**src/rtl/sirem_pkg.sv**
```systemverilog
package sirem_pkg;
  typedef enum logic [1:0] {
    ST_IDLE = 2'd0,
    ST_SUB  = 2'd1,
    ST_TOK  = 2'd2,
    ST_DONE = 2'd3
  } sirem_state_e;
endpackage

```
**src/rtl/sirem_abs.sv**
```systemverilog
module sirem_abs #(
  parameter int W = 16
) (
  input  logic [W-1:0] val,
  output logic [W-1:0] mag,
  output logic         neg
);
  // The most negative value maps onto 2**(W-1) read as unsigned.
  always_comb begin
    neg = val[W-1];
    mag = neg ? (~val + W'(1)) : val;
  end
endmodule

```
**src/rtl/sirem_slice_sub.sv**
```systemverilog
module sirem_slice_sub #(
  parameter int SW = 4
) (
  input  logic [SW-1:0] a,
  input  logic [SW-1:0] b,
  input  logic          bin,
  output logic [SW-1:0] d,
  output logic          bout
);
  logic [SW:0] wide;
  always_comb begin
    wide = {1'b0, a} - {1'b0, b} - {{SW{1'b0}}, bin};
    d    = wide[SW-1:0];
    bout = wide[SW];
  end
endmodule

```
**src/rtl/sirem_unit.sv**
```systemverilog
module sirem_unit
  import sirem_pkg::*;
#(
  parameter int WORD_W  = 16,
  parameter int SLICE_W = 4
) (
  input  logic              clk,
  input  logic              rst,
  input  logic              in_valid,
  output logic              in_ready,
  input  logic [WORD_W-1:0] dividend,
  input  logic [WORD_W-1:0] divisor,
  output logic              out_valid,
  input  logic              out_ready,
  output logic [WORD_W-1:0] out_rem,
  output logic              out_dbz,
  output logic              tok_valid,
  input  logic              tok_ready,
  output logic              tok_ok
);
  localparam int PW     = WORD_W + 1;
  localparam int NSLICE = (PW + SLICE_W - 1) / SLICE_W;
  localparam int SUB_W  = NSLICE * SLICE_W;
  localparam int SIDX_W = (NSLICE > 1) ? $clog2(NSLICE) : 1;
  localparam int STEP_W = (WORD_W > 1) ? $clog2(WORD_W) : 1;

  sirem_state_e      state;
  logic [WORD_W-1:0] a_sh, b_mag, part;
  logic              neg_q, dbz_q, borrow, ok_q;
  logic [SIDX_W-1:0] sidx;
  logic [STEP_W-1:0] step;
  logic [SLICE_W-1:0] diff_a [NSLICE];

  // operand magnitudes
  logic [WORD_W-1:0] a_mag_in, b_mag_in;
  logic              a_neg_in, b_neg_unused;
  sirem_abs #(.W(WORD_W)) u_abs_a (.val(dividend), .mag(a_mag_in), .neg(a_neg_in));
  sirem_abs #(.W(WORD_W)) u_abs_b (.val(divisor),  .mag(b_mag_in), .neg(b_neg_unused));

  // shifted partial remainder and padded operands, cut into slices
  logic [PW-1:0]     psh;
  logic [SUB_W-1:0]  psh_ext, b_ext, diff_flat;
  logic [SLICE_W-1:0] pa [NSLICE];
  logic [SLICE_W-1:0] pb [NSLICE];
  assign psh     = {part, a_sh[WORD_W-1]};
  assign psh_ext = SUB_W'(psh);
  assign b_ext   = SUB_W'(b_mag);

  for (genvar g = 0; g < NSLICE; g++) begin : g_slice
    assign pa[g] = psh_ext[g*SLICE_W +: SLICE_W];
    assign pb[g] = b_ext[g*SLICE_W +: SLICE_W];
    assign diff_flat[g*SLICE_W +: SLICE_W] = diff_a[g];
  end

  logic [SLICE_W-1:0] s_d;
  logic               s_bout;
  sirem_slice_sub #(.SW(SLICE_W)) u_sub (
    .a(pa[sidx]), .b(pb[sidx]), .bin(borrow), .d(s_d), .bout(s_bout)
  );

  logic last_slice, last_step;
  assign last_slice = (sidx == SIDX_W'(NSLICE - 1));
  assign last_step  = (step == STEP_W'(WORD_W - 1));

  always_ff @(posedge clk) begin
    if (rst) begin
      state <= ST_IDLE;
    end else begin
      case (state)
        ST_IDLE: if (in_valid) begin
          a_sh   <= a_mag_in;
          b_mag  <= b_mag_in;
          part   <= '0;
          neg_q  <= a_neg_in;
          dbz_q  <= (divisor == '0);
          step   <= '0;
          sidx   <= '0;
          borrow <= 1'b0;
          state  <= ST_SUB;
        end
        ST_SUB: begin
          diff_a[sidx] <= s_d;
          borrow       <= s_bout;
          if (last_slice) begin
            ok_q  <= ~s_bout;
            state <= ST_TOK;
          end else begin
            sidx <= sidx + SIDX_W'(1);
          end
        end
        ST_TOK: if (tok_ready) begin
          part   <= ok_q ? diff_flat[WORD_W-1:0] : psh[WORD_W-1:0];
          a_sh   <= a_sh << 1;
          sidx   <= '0;
          borrow <= 1'b0;
          if (last_step) begin
            state <= ST_DONE;
          end else begin
            step  <= step + STEP_W'(1);
            state <= ST_SUB;
          end
        end
        ST_DONE: if (out_ready) state <= ST_IDLE;
        default: state <= ST_IDLE;
      endcase
    end
  end

  assign in_ready  = (state == ST_IDLE);
  assign tok_valid = (state == ST_TOK);
  assign tok_ok    = ok_q;
  assign out_valid = (state == ST_DONE);
  assign out_dbz   = dbz_q;
  assign out_rem   = (neg_q && !dbz_q) ? (~part + WORD_W'(1)) : part;

  // ---------------- assertions ----------------
  logic [STEP_W:0] ck_toks;
  always_ff @(posedge clk) begin
    if (rst || (in_valid && in_ready)) ck_toks <= '0;
    else if (tok_valid && tok_ready)   ck_toks <= ck_toks + (STEP_W+1)'(1);
  end

  assert_tok_hold_R5: assert property (@(posedge clk) disable iff (rst)
    (tok_valid && !tok_ready) |=> (tok_valid && $stable(tok_ok)));

  assert_out_hold_R7: assert property (@(posedge clk) disable iff (rst)
    (out_valid && !out_ready) |=> (out_valid && $stable(out_rem) && $stable(out_dbz)));

  assert_token_count_R4: assert property (@(posedge clk) disable iff (rst)
    out_valid |-> (ck_toks == (STEP_W+1)'(WORD_W)));

  assert_dbz_tokens_R3: assert property (@(posedge clk) disable iff (rst)
    (tok_valid && dbz_q) |-> tok_ok);

  // a kept trial result always fits in the partial remainder
  assert_commit_fits_R1: assert property (@(posedge clk) disable iff (rst)
    (tok_valid && tok_ok) |-> (diff_flat[SUB_W-1:WORD_W] == '0));

  assert_clear_idle_R9: assert property (@(posedge clk)
    rst |=> (in_ready && !out_valid && !tok_valid));
endmodule

```
**config.mk**
```make
export PLATFORM = sky130hd
export DESIGN_NAME = sirem_unit
export DESIGN_NICKNAME = d
export VERILOG_FILES = /design/src/rtl/sirem_pkg.sv /design/src/rtl/sirem_abs.sv /design/src/rtl/sirem_slice_sub.sv /design/src/rtl/sirem_unit.sv
export SDC_FILE = /design/constraint.sdc
export NUM_CORES = 1
export LEC_CHECK = 0
export CAP_MARGIN = 5
export CORE_ASPECT_RATIO = 0.75
export CORE_MARGIN = 5
export CORE_UTILIZATION = 56
export CTS_CLUSTER_DIAMETER = 100
export DETAILED_ROUTE_END_ITERATION = 8
export GPL_ROUTABILITY_DRIVEN = 0
export PLACE_DENSITY_LB_ADDON = 0.15
export SKIP_LAST_GASP = 1
export SYNTH_ARGS = -nofsm -noshare
export SYNTH_HDL_FRONTEND = slang
export SYNTH_SLANG_ARGS = --single-unit
```
**constraint.sdc**
```tcl
create_clock -name clk -period 4.2 [get_ports clk]
set_clock_uncertainty 0.1 [all_clocks]
set_input_delay 0.63 -clock clk [delete_from_list [all_inputs] [get_ports clk]]
set_output_delay 0.63 -clock clk [all_outputs]
set_load 0.05 [all_outputs]
```
# After elaboration in Yosys (flattened, before gate mapping)
# Memory sizes are Yosys's and may differ from the RTL's.
# Cells that the tools add are included.
dict set report totals {
  word_cells 86
  rom_bits 0
  in_bits 37
  ramBits 20
  mem_count 1
  latch_bits 0
  register_bits 61
}
dict set report op_classes {
  mul 0
  n_mux 36
  n_reduce_logical 13
  n_addsub 7
  order_cmp 1
  eq_ne 11
  bitwise 6
  n_shift 0
  div_mod_pow 0
}
# memory words width rd rd_ports_with_merged_regs wr line
set memory_table {}
lappend memory_table {diff_a 5 4 4 0 1 sirem_unit.sv:32} ;# logic [SLICE_W-1:0] diff_a [NSLICE];
# cell count
set op_table {}
lappend op_table {{two-way mux 16 bit} 7}
lappend op_table {{case mux 16 bit (2 select lines)} 2}
lappend op_table {{adder 16 x 1 -> 16 bit, second input constant} 3}
lappend op_table {{inverter 16 bit} 3}
lappend op_table {{two-way mux 4 bit} 7}
lappend op_table {{binary-select mux 4 bit (select 3 bit)} 2}
lappend op_table {{logical NOT 16 bit} 1}
lappend op_table {{two-way mux 15 bit} 1}
lappend op_table {{AND reduction 4 bit} 3}
lappend op_table {{two-way mux 2 bit} 5}
lappend op_table {{AND reduction 5 bit} 2}
lappend op_table {{two-way mux 3 bit} 3}
lappend op_table {{case mux 3 bit (3 select lines)} 1}
lappend op_table {{!= test 2 bit, second input constant} 4}
lappend op_table {{case mux 2 bit (4 select lines)} 1}
lappend op_table {{case mux 4 bit (2 select lines)} 1}
lappend op_table {{AND reduction 3 bit} 2}
lappend op_table {{two-way mux 1 bit} 5}
lappend op_table {{subtractor 4 x 4 -> 5 bit} 1}
lappend op_table {{subtractor 5 x 1 -> 5 bit} 1}
lappend op_table {{adder 4 x 1 -> 4 bit, second input constant} 1}
lappend op_table {{equality test 2 bit, second input constant} 2}
lappend op_table {{equality test 4 bit, second input constant} 1}
lappend op_table {{greater-or-equal comparator 4 bit, second input constant} 1}
lappend op_table {{other kinds (12)} 14}

# Longest topological paths before layout
# Gate-level depths: netlist of the first run.
dict set report depth {
  depth_word 7
  depth_mapped 12
  ltp_nobuf 11
}

# Modules after synthesis
# From an unflattened synthesis of the first run, not the netlist that was laid out.
dict set report hier_totals {
  hier_cells 412
  area_unflattened_um2 4640.7
}
# module cells_per_inst n_inst area_each_um2
set by_module_without_submodules {}
lappend by_module_without_submodules {sirem_unit 290 1 3687.3}
lappend by_module_without_submodules {sirem_abs 49 2 372.9}
lappend by_module_without_submodules {sirem_slice_sub 24 1 207.7}

# Worst setup path before layout of the first run
# Ideal clock, no wire load.
dict set report synth_timing {
  path_kind {input to register}
  from {input port rst}
  to {register b_mag[0] (enable)}
  path_stages 1
  setup_slack_ns 1.038
  setup_ns 0.446
  required_time_ns 3.654
  t_arrival_ns 2.615
  n_path_buf 0
  path_cell_list {nor4b_1}
}
dict set report synth_via {
  elab_chain_len 2
}
# element line
set synth_rtl {}
lappend synth_rtl {{from (decl)} sirem_unit.sv:8} ;# input logic rst,
lappend synth_rtl {{inverter 1 bit (no source line)} n/a}
lappend synth_rtl {{AND reduction 3 bit (no source line)} n/a}
lappend synth_rtl {{to (signal assigned)} sirem_unit.sv:72} ;# b_mag <= b_mag_in;
lappend synth_rtl {{to (decl)} sirem_unit.sv:28} ;# logic [WORD_W-1:0] a_sh, b_mag, part;
# Every way passes these cells.
# A chain may end at the register's enable or synchronous reset.

# Worst setup path after layout of the first run
dict set report layout_timing {
  from {register part[3]}
  to {output port out_rem[13]}
}
dict set report layout_via {
  elab_chain_len 3
}
# element line
set layout_rtl {}
lappend layout_rtl {{from (decl)} sirem_unit.sv:28}
lappend layout_rtl {{from (signal assigned)} sirem_unit.sv:92} ;# part <= ok_q ? diff_flat[WORD_W-1:0] : psh[WORD_W-1:0];
lappend layout_rtl {{inverter 16 bit} sirem_unit.sv:114} ;# assign out_rem = (neg_q && !dbz_q) ? (~part + WORD_W'(1)) : part;
lappend layout_rtl {{adder 16 x 1 -> 16 bit} sirem_unit.sv:114}
lappend layout_rtl {{two-way mux 16 bit} sirem_unit.sv:114}
lappend layout_rtl {{to (decl)} sirem_unit.sv:15} ;# output logic [WORD_W-1:0] out_rem,
# Every way passes these cells.

==> flow_metrics.tcl, run 1 <==
set metrics [dict create \
    outcome "finished, final reports clean" \
    grt_pass1_vias 2999 \
    start_util_pct 56.6 \
    drtIter0Drc 195 \
    fmax_mhz 274 \
    antenna_found_initial 0 \
    setup_ws_ps 553 \
    insertion_delay_ps 350 \
    cts.repair.resized 0 \
    cp_top_family "simple AND/OR/NAND/NOR gates" \
    drtPass1Iterations 5 \
    peakVddDrop_mv 0.213 \
    cts_max_path_buffers 2 \
    p_switching_w 0.000569 \
    arrival_ps 2920 \
    final_hold_viol_count 0 \
    wl_per_cell_um 16.0 \
    route.detailed.drc 0 \
    internal-power_w 0.00145 \
    mostFrequentLayoutCell "edfxtp_1" \
    fp-row-count 28 \
    syn_area_um2 4400 \
    synth_cell_type_count 46 \
    synth_warnings 0 \
    synthCells 386 \
    rsz0062_at_grt "false" \
    holdWs_ps 418 \
    tightest_slew_ps 934 \
    slowest_stage "clkdlybuf4s50_1" \
    sequentialPowerShare_pct 48.5 \
    dieArea_um2 9750 \
    grt_pass1_wl_mm 14.8 \
    fin_nets 489 \
    clock-sinks 77 \
    startpoint_type "flip-flop" \
    maxCapViolations 0 \
    avgSynthCellArea_um2 11.4 \
    ys_async_sr_fraction_pct 0 \
    clock-root-buffer "clkbuf_8" \
    critPathKind "flip-flop to output pin" \
    synthFlopType "edfxtp_1" \
    synth_edf_count 75 \
    fp.dieW_um 112 \
    p_per_area_nw_per_um2 382 \
    h-tree-depth 3 \
    dp.final_hpwl_mm 6.67 \
    period_needed_ps 3650 \
    stdcell_count 550 \
    ys_seq_elements 77 \
    yosysSeqAreaShare_pct 52.1 \
    die_h_um 86.8 \
    synth_fp_nets 435 \
    p_clk_share_pct 29.6 \
    worstPathRequired_ps 3470 \
    grt_overflow 0 \
    cts_setup_buffers 0 \
    cts_tree "yes" \
    p_leak_nw 1.83 \
    end_kind "output pin" \
    final_cell_mix "75 x edfxtp_1, 57 x clkdlybuf4s50_1, 39 x nor2_1" \
    clkTransAtPathRegs_ps 70 \
    setup_viol 0 \
    place_inst 534 \
    num_antenna_cells 0 \
    cts-buffers-inserted 9 \
    worst-path-max-fanout 6 \
    dp_slack_ps 918 \
    grt_usage_pct 19.3 \
    area_delta_synth_final_pct 19.9 \
    postRouteAntennaNets 0 \
    core-area_um2 7780 \
    worstPathCellList "or3_1 > nor3_1 > a21oi_1 > xnor2_1 > clkdlybuf4s50_1" \
    pwr-share-comb_pct 22.0 \
    switching_share_pct 28.2 \
    io-pin-count 58 \
    grt_max_degree 33 \
    viasPerCell 5.65 \
    yosysTopAreaCell "edfxtp_1" \
    timing.slew.headroom_pct 37.2 \
    cp_slowest_stage_delay_ps 820 \
    period_share_pct 86.8 \
    finalSetupTns_ps 0 \
    cts_hold_buf 0 \
    drive_gt1_share_pct 8.31 \
    finalMaxSlewViolations 0 \
    synth_top_area_share_pct 51.2 \
    wirelength_mm 8.81 \
    io_buffer_count 57 \
    dr_total_vias 3105 \
    crit_buf_inv 1 \
    hold_class "flip-flop to flip-flop" \
    synth_area_leaders "edfxtp_1 51%, xnor2_1 6.2%, mux2i_1 4.5%, mux4_2 3.6%, nor2_1 3.3%" \
]
[synth_stat cells (3+ instances only)]
master	n
edfxtp_1	75
nor2_1	39
xnor2_1	31
nand2_1	25
o21ai_0	24
mux2i_1	20
inv_1	19
a21oi_1	14
xor2_1	13
nand2b_1	12
clkbuf_1	11
ha_1	10
nor3_1	8
nor4_1	8
mux4_2	7
or3_1	7
nand3_1	6
nor2b_1	5
o31ai_1	5
a31oi_1	4
buf_1	4
o41ai_1	4
and2_1	3
or4_1	3
[through the flow]
step                total power, W  instance area (um2)  utilization [%]
global placement           0.00142                 5060             65.1
global route               0.00211                 5280             67.8
floorplan                  0.00128                 4400                -
CTS                        0.00202                 5280             67.8
detailed placement         0.00143                 5060             65.1
finish                     0.00202                 5280             67.8
[state kept, by name (all words and copies together), names as in the netlist]
signal	count
a_sh	16
b_mag	16
diff_a	16
part	16
step	4
sidx	3
state	2
borrow	1
neg_q	1
out_dbz	1
tok_ok	1
[path summary, 6_finish.rpt]
| path | slack [ps] | to | cells after the start | start |
|---|---|---|---|---|
| max | 550 | out_rem[13] | 5 | part[3] |
| min | 420 | a_sh[15] | 2 | a_sh[14] |
| max reg2reg | 1160 | diff_a[2][3] | 8 | sidx[0] |
| min reg2reg | 420 | a_sh[15] | 2 | a_sh[14] |
[per-layer routing]
metal / GRT usage, % / vias to the layer above / wire length (um)
li1: - / 1511 / -
met3: 6.42 / 5 / 623
met1: 26.6 / 1501 / 4020
met5: 0 / - / 0
met4: 3.82 / 0 / 52
met2: 30.3 / 88 / 4110
[final cells by class]
| class | instances | area (um2) |
|---|---|---|
| flip-flops and latches | 77 | 2290 |
| clock inverters | 7 | 90.1 |
| inverters | 20 | 75.1 |
| fillers | 608 | 2500 |
| multi-input cells | 270 | 1960 |
| repair buffers | 62 | 608 |
| well taps | 105 | 131 |
| clock buffers | 9 | 124 |
[power by group through the flow]
stage | clock network (W) | registers [W] | logic, W
final | 0.000596 | 0.000977 | 0.000442
after global placement | 0 | 0.000992 | 0.000428
after detailed placement | 0 | 0.000994 | 0.000439
after floorplan | 0 | 0.000968 | 0.000307
after CTS | 0.000603 | 0.000977 | 0.000443
after global routing | 0.000651 | 0.000984 | 0.000480
[kinds of logic (layout without fill, tap and decap cells)]
logic type	Yosys count	after routing	synth area share [%]
adders and majority gates	12	12	3.75
and+or+nand+nor	126	126	14.7
xor gates and xnor gates	44	44	8.75
AOI/OAI and AO/OA	61	61	8.93
DFF	77	77	52.1
buffers and inverters	39	98	3.64
muxes	27	27	8.13
[tightest hold or removal path, cell delays in order, from the launching register on]
cell	delay [ps]
edfxtp_1	320
nand2_1	50
nand2_1	50
Note: power is estimated with default switching activity, not from simulation.
==> run 2: changes to the inputs <==
--- a/config.mk
+++ b/config.mk
@@ -8,7 +8,7 @@
 export CAP_MARGIN = 5
 export CORE_ASPECT_RATIO = 0.75
 export CORE_MARGIN = 5
-export CORE_UTILIZATION = 56
+export CORE_UTILIZATION = 45
 export CTS_CLUSTER_DIAMETER = 100
 export DETAILED_ROUTE_END_ITERATION = 8
 export GPL_ROUTABILITY_DRIVEN = 0
@@ -17,3 +17,4 @@
 export SYNTH_ARGS = -nofsm -noshare
 export SYNTH_HDL_FRONTEND = slang
 export SYNTH_SLANG_ARGS = --single-unit
+export TNS_END_PERCENT = 20
==> run 2 against run 1 <==
  * Worst hold slack worse by 3.3 ps
  * Register-to-register slack gained 20 ps
  * Total power grew 9.9%
  * Clock-buffer cell count is the same
  * Via count decreased by 2.4%
  * Clock power grew 35%
  * Maximum frequency rose by 0.82%
  * Critical endpoint is now out_rem[15]
  * Largest cell class unchanged
==> flow_metrics.tcl, run 2 (synthesis results as in run 1) <==
set metrics [dict create \
    finalSetupTns_ps 0 \
    clock-sinks 77 \
    pwr-share-comb_pct 19.6 \
    grt_overflow 0 \
    slowest_stage "clkdlybuf4s50_1" \
    p_switching_w 0.000584 \
    period_needed_ps 3620 \
    fin_util_pct 56.3 \
    outcome "finished, final reports clean" \
    route.detailed.drc 0 \
    mostFrequentLayoutCell "edfxtp_1" \
    tightest_slew_ps 917 \
    timing.slew.headroom_pct 38.3 \
    crit_buf_inv 1 \
    worstPathCellList "or3_1 > nor3_1 > a41oi_1 > xor2_1 > clkdlybuf4s50_1" \
    end_kind "output pin" \
    worst-path-max-fanout 5 \
    cts_max_path_buffers 2 \
    grt_pass1_vias 2960 \
    total_power_w 0.00222 \
    fp-row-count 31 \
    p_per_area_nw_per_um2 409 \
    drive_gt1_share_pct 8.31 \
    h-tree-depth 3 \
    peakVddDrop_mv 0.209 \
    final_hold_viol_count 0 \
    antenna_found_initial 0 \
    placement.cell_area_um2 5100 \
    hold_class "flip-flop to flip-flop" \
    num_antenna_cells 0 \
    cp_slowest_stage_delay_ps 820 \
    wl_per_cell_um 15.2 \
    critPathKind "flip-flop to output pin" \
    die_h_um 95.7 \
    grt_usage_pct 15.7 \
    start_util_pct 45.8 \
    p_leak_nw 1.87 \
    cts_hold_buf 0 \
    maxCapViolations 0 \
    dp.final_hpwl_mm 6.63 \
    dieArea_um2 11900 \
    switching_share_pct 26.3 \
    period_share_pct 86.1 \
    arrival_ps 2890 \
    startpoint_type "flip-flop" \
    grt_max_degree 33 \
    p_clk_share_pct 36.3 \
    cts-buffers-inserted 9 \
    cts_setup_buffers 0 \
    grt_pass1_wl_mm 14.7 \
    clock-root-buffer "clkbuf_16" \
    fin_nets 489 \
    wirelength_mm 8.77 \
    stdcell_count 577 \
    place_inst 561 \
    viasPerCell 5.25 \
    final_cell_mix "75 x edfxtp_1, 57 x clkdlybuf4s50_1, 39 x nor2_1" \
    drtIter0Drc 234 \
    drtPass1Iterations 4 \
    clkTransAtPathRegs_ps 60 \
    area_delta_synth_final_pct 22.9 \
    dr_total_vias 3030 \
    fmax_mhz 276 \
    cts.repair.resized 0 \
    sequentialPowerShare_pct 44.2 \
    fp.dieW_um 124 \
    insertion_delay_ps 330 \
    stdcell_area_um2 5410 \
    setup_viol 0 \
    io-pin-count 58 \
    finalMaxSlewViolations 0 \
    cp_top_family "simple AND/OR/NAND/NOR gates" \
    io_buffer_count 57 \
    internal-power_w 0.00163 \
    core-area_um2 9620 \
    cts_tree "yes" \
    worstPathRequired_ps 3470 \
    rsz0062_at_grt "false" \
    postRouteAntennaNets 0 \
]
[run 2: cell counts in the layout (fill, tap and decap cells not counted)]
No cell type changed its count.
[run 2: power by group through the flow]
stage | Sequential (W) | Clock [W] | Combinational (W)
5_1_grt | 0.000987 | 0.000857 | 0.000480
3_5_place_dp | 0.000996 | 0 | 0.000435
4_1_cts | 0.000980 | 0.000822 | 0.000438
3_3_place_gp | 0.000993 | 0 | 0.000430
6_report | 0.000979 | 0.000803 | 0.000433
2_1_floorplan | 0.000968 | 0 | 0.000307
[run 2: worst paths after layout]
kind | slack (ps) | startpoint | end | depth (start not counted)
worst min register to register | 420 | a_sh[14] | a_sh[15] | 2
worst max-delay path | 580 | part[5] | out_rem[15] | 5
worst min-delay path | 420 | a_sh[14] | a_sh[15] | 2
worst max register to register | 1180 | sidx[0] | diff_a[2][3] | 8
[run 2: stage by stage]
stage	hold slack (ps)	setup WS [ps]
global placement	394	968
detailed placement	409	945
finish	415	583
CTS	422	565
floorplan	384	1040
global route	435	447
[run 2: layout make-up]
| type | instances | area [um2] |
|---|---|---|
| Fill cell | 853 | 4210 |
| Clock buffer | 9 | 225 |
| Inverter | 20 | 75.1 |
| Sequential cell | 77 | 2290 |
| Multi-Input combinational cell | 270 | 1960 |
| Tap cell | 132 | 165 |
| Clock inverter | 7 | 90.1 |
| Timing Repair Buffer | 62 | 608 |
[run 2: metal layers]
layer	part of all wire [%]	global-route usage, %	vias to the layer above
met1	48	21.2	1428
met2	45	25.1	79
met4	0.97	4.11	0
met3	6.4	4.48	8
met5	0	0	-
li1	-	-	1515
[run 2: worst register-to-register path: stages, from the launching register on]
cell,delay [ps]
edfxtp_1,790
mux4_2,580
nor2b_1,150
fa_1,400
inv_1,100
ha_1,150
nand2b_1,100
a21oi_1,50
xnor2_1,360
